## config.mk

```make
export PLATFORM = sky130hd
export DESIGN_NAME = mem_addr_router
export DESIGN_NICKNAME = d
export VERILOG_FILES = /design/src/rtl/mar_pkg.sv /design/src/rtl/mar_cfg_regs.sv /design/src/rtl/mar_seg_decode.sv /design/src/rtl/mar_ext_cmp.sv /design/src/rtl/mem_addr_router.sv
export SDC_FILE = /design/constraint.sdc
export NUM_CORES = 1
export LEC_CHECK = 0
export ABC_AREA = 1
export BUFFER_PORTS_ARGS = -buffer_cell sky130_fd_sc_hd__buf_2
export CORE_ASPECT_RATIO = 1.1
export CORE_MARGIN = 8
export CORE_UTILIZATION = 55
export CTS_CLUSTER_DIAMETER = 200
export DETAILED_ROUTE_END_ITERATION = 10
export GPL_TIMING_DRIVEN = 0
export PLACE_DENSITY = 0.81
export SLEW_MARGIN = 20
export SYNTH_ARGS = -nofsm -noshare
export SYNTH_HDL_FRONTEND = slang
export SYNTH_HIERARCHICAL = 1
export SYNTH_SLANG_ARGS = --single-unit
```

## constraint.sdc

```tcl
create_clock -name clk -period 3 [get_ports clk]
set_input_delay 0.6 -clock clk [delete_from_list [all_inputs] [get_ports clk]]
set_output_delay 0.6 -clock clk [all_outputs]
set_load 0.005 [all_outputs]
```

## src/rtl/mar_pkg.sv

```systemverilog
package mar_pkg;

  typedef enum logic [1:0] {
    DST_DRAM    = 2'd0,
    DST_PCI     = 2'd1,
    DST_TERM    = 2'd2,
    DST_NOCLAIM = 2'd3
  } dest_e;

  localparam int unsigned SEG_CNT = 13;

  localparam logic [2:0] REG_TOM   = 3'd0;
  localparam logic [2:0] REG_HOLE  = 3'd1;
  localparam logic [2:0] REG_XBASE = 3'd2;
  localparam logic [2:0] REG_XSIZE = 3'd3;
  localparam logic [2:0] REG_SHRD  = 3'd4;
  localparam logic [2:0] REG_SHWR  = 3'd5;

endpackage

```

## src/rtl/mar_cfg_regs.sv

```systemverilog
module mar_cfg_regs
  import mar_pkg::*;
#(
  parameter int unsigned MB_W  = 12,
  parameter int unsigned SEG_N = 13,
  parameter int unsigned CFG_W = 16
) (
  input  logic             clk,
  input  logic             rst_n,
  input  logic             cfg_we,
  input  logic [2:0]       cfg_idx,
  input  logic [CFG_W-1:0] cfg_wdata,
  output logic [MB_W-1:0]  tom,
  output logic             low_hole_en,
  output logic             xh_en,
  output logic [MB_W-1:0]  xh_base,
  output logic [MB_W-1:0]  xh_size,
  output logic [SEG_N-1:0] sh_rd,
  output logic [SEG_N-1:0] sh_wr
);

  localparam logic [MB_W-1:0] TOM_RST = MB_W'(1);

  logic [MB_W-1:0]  tom_q, tom_d;
  logic             lh_q, lh_d;
  logic             xe_q, xe_d;
  logic [MB_W-1:0]  xb_q, xb_d;
  logic [MB_W-1:0]  xs_q, xs_d;
  logic [SEG_N-1:0] rd_q, rd_d;
  logic [SEG_N-1:0] wr_q, wr_d;

  logic unused_cfg_bits;
  assign unused_cfg_bits = ^cfg_wdata;

  always_comb begin
    tom_d = tom_q;
    lh_d  = lh_q;
    xe_d  = xe_q;
    xb_d  = xb_q;
    xs_d  = xs_q;
    rd_d  = rd_q;
    wr_d  = wr_q;
    if (cfg_we) begin
      unique case (cfg_idx)
        REG_TOM:   tom_d = cfg_wdata[MB_W-1:0];
        REG_HOLE: begin
          lh_d = cfg_wdata[0];
          xe_d = cfg_wdata[1];
        end
        REG_XBASE: xb_d = cfg_wdata[MB_W-1:0];
        REG_XSIZE: xs_d = cfg_wdata[MB_W-1:0];
        REG_SHRD:  rd_d = cfg_wdata[SEG_N-1:0];
        REG_SHWR:  wr_d = cfg_wdata[SEG_N-1:0];
        default: ;
      endcase
    end
  end

  always_ff @(posedge clk or negedge rst_n) begin
    if (!rst_n) begin
      tom_q <= TOM_RST;
      lh_q  <= 1'b0;
      xe_q  <= 1'b0;
      xb_q  <= '0;
      xs_q  <= '0;
      rd_q  <= '0;
      wr_q  <= '0;
    end else if (cfg_we) begin
      tom_q <= tom_d;
      lh_q  <= lh_d;
      xe_q  <= xe_d;
      xb_q  <= xb_d;
      xs_q  <= xs_d;
      rd_q  <= rd_d;
      wr_q  <= wr_d;
    end
  end

  assign tom         = tom_q;
  assign low_hole_en = lh_q;
  assign xh_en       = xe_q;
  assign xh_base     = xb_q;
  assign xh_size     = xs_q;
  assign sh_rd       = rd_q;
  assign sh_wr       = wr_q;

  AST_MASK_HOLD: assert property (@(posedge clk) disable iff (!rst_n)
    !cfg_we |=> ($stable(rd_q) && $stable(wr_q) && $stable(tom_q)));

endmodule

```

## src/rtl/mar_seg_decode.sv

```systemverilog
module mar_seg_decode #(
  parameter int unsigned SEG_N = 13
) (
  input  logic             clk,
  input  logic             rst_n,
  input  logic [5:0]       seg_field,
  input  logic [SEG_N-1:0] sh_rd,
  input  logic [SEG_N-1:0] sh_wr,
  output logic             seg_any,
  output logic             seg_rd_en,
  output logic             seg_wr_en
);

  localparam int unsigned SMALL_N  = SEG_N - 1;
  localparam logic [5:0]  SMALL_LO = 6'h30;

  logic [SEG_N-1:0] hit;

  for (genvar gi = 0; gi < SMALL_N; gi++) begin : g_small
    localparam logic [5:0] TAG = SMALL_LO + 6'(gi);
    assign hit[gi] = (seg_field == TAG);
  end

  assign hit[SEG_N-1] = (seg_field[5:2] == 4'hF);

  assign seg_any   = |hit;
  assign seg_rd_en = |(hit & sh_rd);
  assign seg_wr_en = |(hit & sh_wr);

  AST_SEG_ONEHOT: assert property (@(posedge clk) disable iff (!rst_n)
    $onehot0(hit));

endmodule

```

## src/rtl/mar_ext_cmp.sv

```systemverilog
module mar_ext_cmp #(
  parameter int unsigned MB_W = 12
) (
  input  logic [MB_W-1:0] mb,
  input  logic [MB_W-1:0] tom,
  input  logic            xh_en,
  input  logic [MB_W-1:0] xh_base,
  input  logic [MB_W-1:0] xh_size,
  output logic            to_dram
);

  logic [MB_W:0] hole_end;
  logic          below_top;
  logic          in_hole;

  assign hole_end  = {1'b0, xh_base} + {1'b0, xh_size};
  assign below_top = (mb < tom);
  assign in_hole   = xh_en && (mb >= xh_base) && ({1'b0, mb} < hole_end);
  assign to_dram   = below_top && !in_hole;

endmodule

```

## src/rtl/mem_addr_router.sv

```systemverilog
module mem_addr_router
  import mar_pkg::*;
#(
  parameter int unsigned ADDR_W = 36,
  parameter int unsigned CFG_W  = 16
) (
  input  logic              clk,
  input  logic              rst_n,
  input  logic              cfg_we,
  input  logic [2:0]        cfg_idx,
  input  logic [CFG_W-1:0]  cfg_wdata,
  input  logic              req_vld,
  input  logic [ADDR_W-1:0] req_addr,
  input  logic              req_write,
  input  logic              req_master,
  output logic              rsp_vld,
  output logic [1:0]        rsp_dest,
  output logic              rsp_zero
);

  localparam int unsigned MB_W = 12;
  localparam int unsigned MB_LO = 20;

  logic [MB_W-1:0]    tom, xh_base, xh_size;
  logic               low_hole_en, xh_en;
  logic [SEG_CNT-1:0] sh_rd, sh_wr;
  logic               seg_any, seg_rd_en, seg_wr_en;
  logic               ext_dram;

  mar_cfg_regs #(.MB_W(MB_W), .SEG_N(SEG_CNT), .CFG_W(CFG_W)) u_cfg (
    .clk(clk), .rst_n(rst_n),
    .cfg_we(cfg_we), .cfg_idx(cfg_idx), .cfg_wdata(cfg_wdata),
    .tom(tom), .low_hole_en(low_hole_en), .xh_en(xh_en),
    .xh_base(xh_base), .xh_size(xh_size), .sh_rd(sh_rd), .sh_wr(sh_wr)
  );

  mar_seg_decode #(.SEG_N(SEG_CNT)) u_seg (
    .clk(clk), .rst_n(rst_n),
    .seg_field(req_addr[19:14]), .sh_rd(sh_rd), .sh_wr(sh_wr),
    .seg_any(seg_any), .seg_rd_en(seg_rd_en), .seg_wr_en(seg_wr_en)
  );

  mar_ext_cmp #(.MB_W(MB_W)) u_ext (
    .mb(req_addr[MB_LO+MB_W-1:MB_LO]), .tom(tom), .xh_en(xh_en),
    .xh_base(xh_base), .xh_size(xh_size), .to_dram(ext_dram)
  );

  logic unused_low_addr;
  assign unused_low_addr = ^req_addr[13:0];

  logic  above_4g, below_1m;
  dest_e dest_d;
  logic  zero_d;

  assign above_4g = |req_addr[ADDR_W-1:32];
  assign below_1m = (req_addr[31:20] == '0);

  always_comb begin
    dest_d = DST_PCI;
    if (above_4g) begin
      dest_d = DST_TERM;
    end else if (!below_1m) begin
      dest_d = ext_dram ? DST_DRAM : DST_PCI;
    end else if (!req_addr[19]) begin
      dest_d = DST_DRAM;
    end else if (req_addr[19:17] == 3'b100) begin
      dest_d = low_hole_en ? DST_PCI : DST_DRAM;
    end else if (req_addr[19:17] == 3'b101) begin
      dest_d = DST_PCI;
    end else if (seg_any) begin
      if (req_master && (seg_rd_en || seg_wr_en)) begin
        dest_d = DST_NOCLAIM;
      end else if (req_write) begin
        dest_d = seg_wr_en ? DST_DRAM : DST_PCI;
      end else begin
        dest_d = seg_rd_en ? DST_DRAM : DST_PCI;
      end
    end
  end

  assign zero_d = above_4g && !req_write;

  logic       vld_q;
  logic [1:0] dest_q;
  logic       zero_q;

  always_ff @(posedge clk or negedge rst_n) begin
    if (!rst_n) begin
      vld_q <= 1'b0;
    end else begin
      vld_q <= req_vld;
    end
  end

  always_ff @(posedge clk or negedge rst_n) begin
    if (!rst_n) begin
      dest_q <= 2'd0;
      zero_q <= 1'b0;
    end else if (req_vld) begin
      dest_q <= dest_d;
      zero_q <= zero_d;
    end
  end

  assign rsp_vld  = vld_q;
  assign rsp_dest = dest_q;
  assign rsp_zero = zero_q;

  AST_ABOVE_4G_TERM: assert property (@(posedge clk) disable iff (!rst_n)
    (req_vld && above_4g) |=> (rsp_dest == DST_TERM));
  AST_LOW_DRAM: assert property (@(posedge clk) disable iff (!rst_n)
    (req_vld && req_addr[ADDR_W-1:19] == '0) |=> (rsp_dest == DST_DRAM));
  AST_VGA_PCI: assert property (@(posedge clk) disable iff (!rst_n)
    (req_vld && req_addr[ADDR_W-1:17] == {{(ADDR_W-20){1'b0}}, 3'b101})
    |=> (rsp_dest == DST_PCI));
  AST_NOCLAIM_MASTER: assert property (@(posedge clk) disable iff (!rst_n)
    (req_vld && !req_master) |=> (rsp_dest != DST_NOCLAIM));
  AST_RSP_TIMING: assert property (@(posedge clk) disable iff (!rst_n)
    req_vld |=> rsp_vld);
  AST_RSP_IDLE: assert property (@(posedge clk) disable iff (!rst_n)
    !req_vld |=> !rsp_vld);
  AST_ZERO_TERM_ONLY: assert property (@(posedge clk) disable iff (!rst_n)
    rsp_zero |-> (rsp_dest == DST_TERM));

endmodule

```

==> results.json <==
{
  "routed_via_density": 5.26,
  "synth_area_leader_cell": "dfrtp_1",
  "required_ps": 3240,
  "vias": 4315,
  "clk_pin_slew_ps": 70,
  "drc_errors": 0,
  "synth_xor_area_share_pct": 1.88,
  "startpoint": "u_cfg/xh_base[0]",
  "period_minus_slack_ps": 2920,
  "synth_edf_count": 0,
  "rows": 35,
  "r2r_start": "u_cfg/xh_base[0]",
  "dr.first_iter.drc_count": 337,
  "power_density_nw_per_um2": 577,
  "fin_worst_skew_ps": 8.65,
  "power_leakage_nw": 2.96,
  "ys.flop_type": "dfrtp_1",
  "area_growth_pct": 14.8,
  "synth_commonest_cells": "242 x nand2_1, 67 x dfrtp_1, 65 x nand3_1",
  "synth-compound-area-share_pct": 5.59,
  "grt_max_degree": 57,
  "yosysSeqAreaShare_pct": 36.6,
  "clock_sinks": 68,
  "antenna_found_initial": 0,
  "fmax_mhz": 343,
  "io_pins": 65,
  "io_buffers": 47,
  "fin_crit_sh_pct": 97.3,
  "r2r_cells": 22,
  "placed_area_sq_um": 5060,
  "crit_family": "simple AND/OR/NAND/NOR gates",
  "worstPathMaxFanout": 4,
  "status": "finished, final reports clean",
  "insertion_delay_ps": 350,
  "num-nets-final": 812,
  "cts_tree": "yes",
  "yosys.area_share.simple_pct": 35.2,
  "layout_setup_ws_ps": 82.0,
  "rrSetupSlack_ps": 80,
  "die_w_microns": 104,
  "grt_pass1_wl_mm": 20.4,
  "hpwl_mm": 9.20,
  "busiest_layer": "met2",
  "dr.pass1.iters": 6,
  "dieArea_sq_um": 11700,
  "worst_pin_slew_ps": 456,
  "antenna_left": 0,
  "final_cells": 820,
  "netlist_area_sq_um": 4650,
  "grt_use_met2_pct": 37.5,
  "gp_congestion": 0.918,
  "ys_warn_count": 6,
  "syn_avg_cell_area_sq_um": 7.29,
  "ys_seq_elements": 68,
  "endpoint_kind": "flop",
  "die_h_microns": 112,
  "rsz0062_at_grt": "true",
  "synthAdderAreaFrac_pct": 12.8,
  "ctsHoldBuffers": 0,
  "core_area_sq_um": 8320,
  "preCtsSetupSlack_ps": -122,
  "cp_num_buf_inv": 2,
  "synth_cells": 638,
  "slew_headroom_pct": 69.3,
  "synthArstFlopShare_pct": 100,
  "maxCapViolCount": 0,
  "grt_use_total_pct": 21.3,
  "start_util_pct": 55.9,
  "tns_ps": 0,
  "cp_data_arrival_time_ps": 3160,
  "critPathKind": "reg2reg",
  "place_inst": 797,
  "synthMuxAreaShare_pct": 0,
  "yosys.cell_count.top_type": "nand2_1",
  "hold_viol": 0,
  "wl_per_cell_microns": 14.7,
  "synth_nets": 746,
  "cts_buffers": 9,
  "synth.distinct_cells": 34,
  "slowest_delay_ps": 390,
  "setup_viol_count_final": 0,
  "grt_overflow": 0,
  "grt_pass1_vias": 4357,
  "cp-start-kind": "flop",
  "hold_path_class": "in2async",
  "timing.rr.end": "rsp_dest[0]",
  "cpMaxStageDelayCell": "dfrtp_1",
  "drive_gt1_share_pct": 18.1,
  "grtUsageMet1_pct": 24.8,
  "netlist.area_leader.share_pct": 36.0,
  "met3_usage_pct": 3.50,
  "totalWireLength_mm": 12.1,
  "finalMaxSlewViolations": 0,
  "endpoint": "rsp_dest[0]",
  "cts_buffer_depth": 2,
  "synth_area_leaders": "dfrtp_1 36%, nand2_1 20%, ha_1 12%",
  "path_cells": "ha_2, inv_2, fa_2, inv_2, nand2_2, a21oi_4, a21oi_2, nor2_1, nor2_1, xor2_1, ha_1, nand2_2, nor2_2, nand4_1, nor2_1, nand2_1, nand2_2, nor2_2, nor2_1, nand2_1, nand3_1, nand2_1",
  "max-vdd-ir-drop_mv": 0.331,
  "antenna_cells": 0,
  "fin_area_sq_um": 5340,
  "synth_top_family_by_area": "simple AND/OR/NAND/NOR gates",
  "crit_top_cell": "nor2_1",
  "worst-path-stages": 22,
  "cts-root-buf": "clkbuf_8",
  "htreeDepth": 3
}
worst register-to-register path: cells and delay by family (launching register included):
kind | cells | cell delay [ps]
flip-flops | 1 | 390
buffers and inverters | 2 | 110
AND/OR/NAND/NOR | 14 | 1060
XOR/XNOR | 1 | 140
AO/OA/AOI/OAI | 2 | 290
adder cells (fa/ha/maj) | 3 | 840
layer usage:
metal / part of all wire (%) / wire [microns] / vias up
li1: - / - / 2162
met1: 43 / 5180 / 2021
met2: 50 / 6070 / 106
met3: 3.4 / 407 / 26
met4: 3.4 / 409 / 0
met5: 0 / 0 / -
cells in the final DEF, fill, tap and decap left out, drive strengths merged, types with 4 or more instances in the layout:
cell	netlist	layout
xor2	8	8
inv	69	69
nand2	247	247
a21oi	27	27
clkinv	1	4
ha	46	46
nor2	58	58
buf	14	69
clkbuf	0	10
dfrtp	67	67
o21ai	11	11
nand3	67	67
nand4	8	8
through the flow:
stage / power (mW) / hold slack, ps / utilization (%)
2_1_floorplan: 1.94 / 304 / -
3_3_place_gp: 2.19 / 457 / 60.4
3_5_place_dp: 2.26 / 460 / 60.8
4_1_cts: 3.04 / 99.1 / 63.6
5_1_grt: 3.32 / 101 / 64.2
6_report: 3.08 / 106 / 64.2
sequential cells by signal (all words and copies together), names as in the netlist, 2 cells and up:
name	count
rsp_dest	2
u_cfg/sh_rd	13
u_cfg/sh_wr	13
u_cfg/tom	12
u_cfg/xh_base	12
u_cfg/xh_size	12
repair_timing:
action                     in CTS  in global routing
setup buffers                   3                  4
resized for setup               6                  5
pin swaps                       8                 12
setup endpoints to repair       1                  1
report_power, final:
part / switching [mW] / internal, mW / total, mW
sequential: 0.118 / 1.08 / 1.20
clock: 0.353 / 0.405 / 0.757
combinational: 0.669 / 0.454 / 1.12
total: 1.14 / 1.94 / 3.08
worst min-delay path by stage:
stage	startpoint	cells after the start	end
after detailed placement	u_cfg/tom[2]	2	u_cfg/tom[2]
final	rst_n	1	u_cfg/sh_wr[4]
after global placement	u_cfg/tom[10]	2	u_cfg/tom[10]
after floorplan	rst_n	0	rsp_dest[0]
after global routing	rst_n	1	u_cfg/sh_wr[3]
after CTS	rst_n	1	u_cfg/sh_wr[4]
cells by family (layout without fill, tap and decap cells):
logic type      Yosys count  count (layout)
flops                    68              68
simple gates            384             384
xor+xnor                 10              10
fa+ha+maj                47              47
buf+inv                  84             155
compound gates           45              45
final cells by class:
type | instances | area [sq um]
sequential | 68 | 1700
timing repair buffer | 55 | 318
tap | 111 | 139
fill | 731 | 2980
clock inverter | 6 | 63.8
inverter | 70 | 263
clock buffer | 10 | 138
multi-input combinational | 486 | 2620
buffer | 14 | 104
No activity file was read; power rests on OpenSTA's default activity.
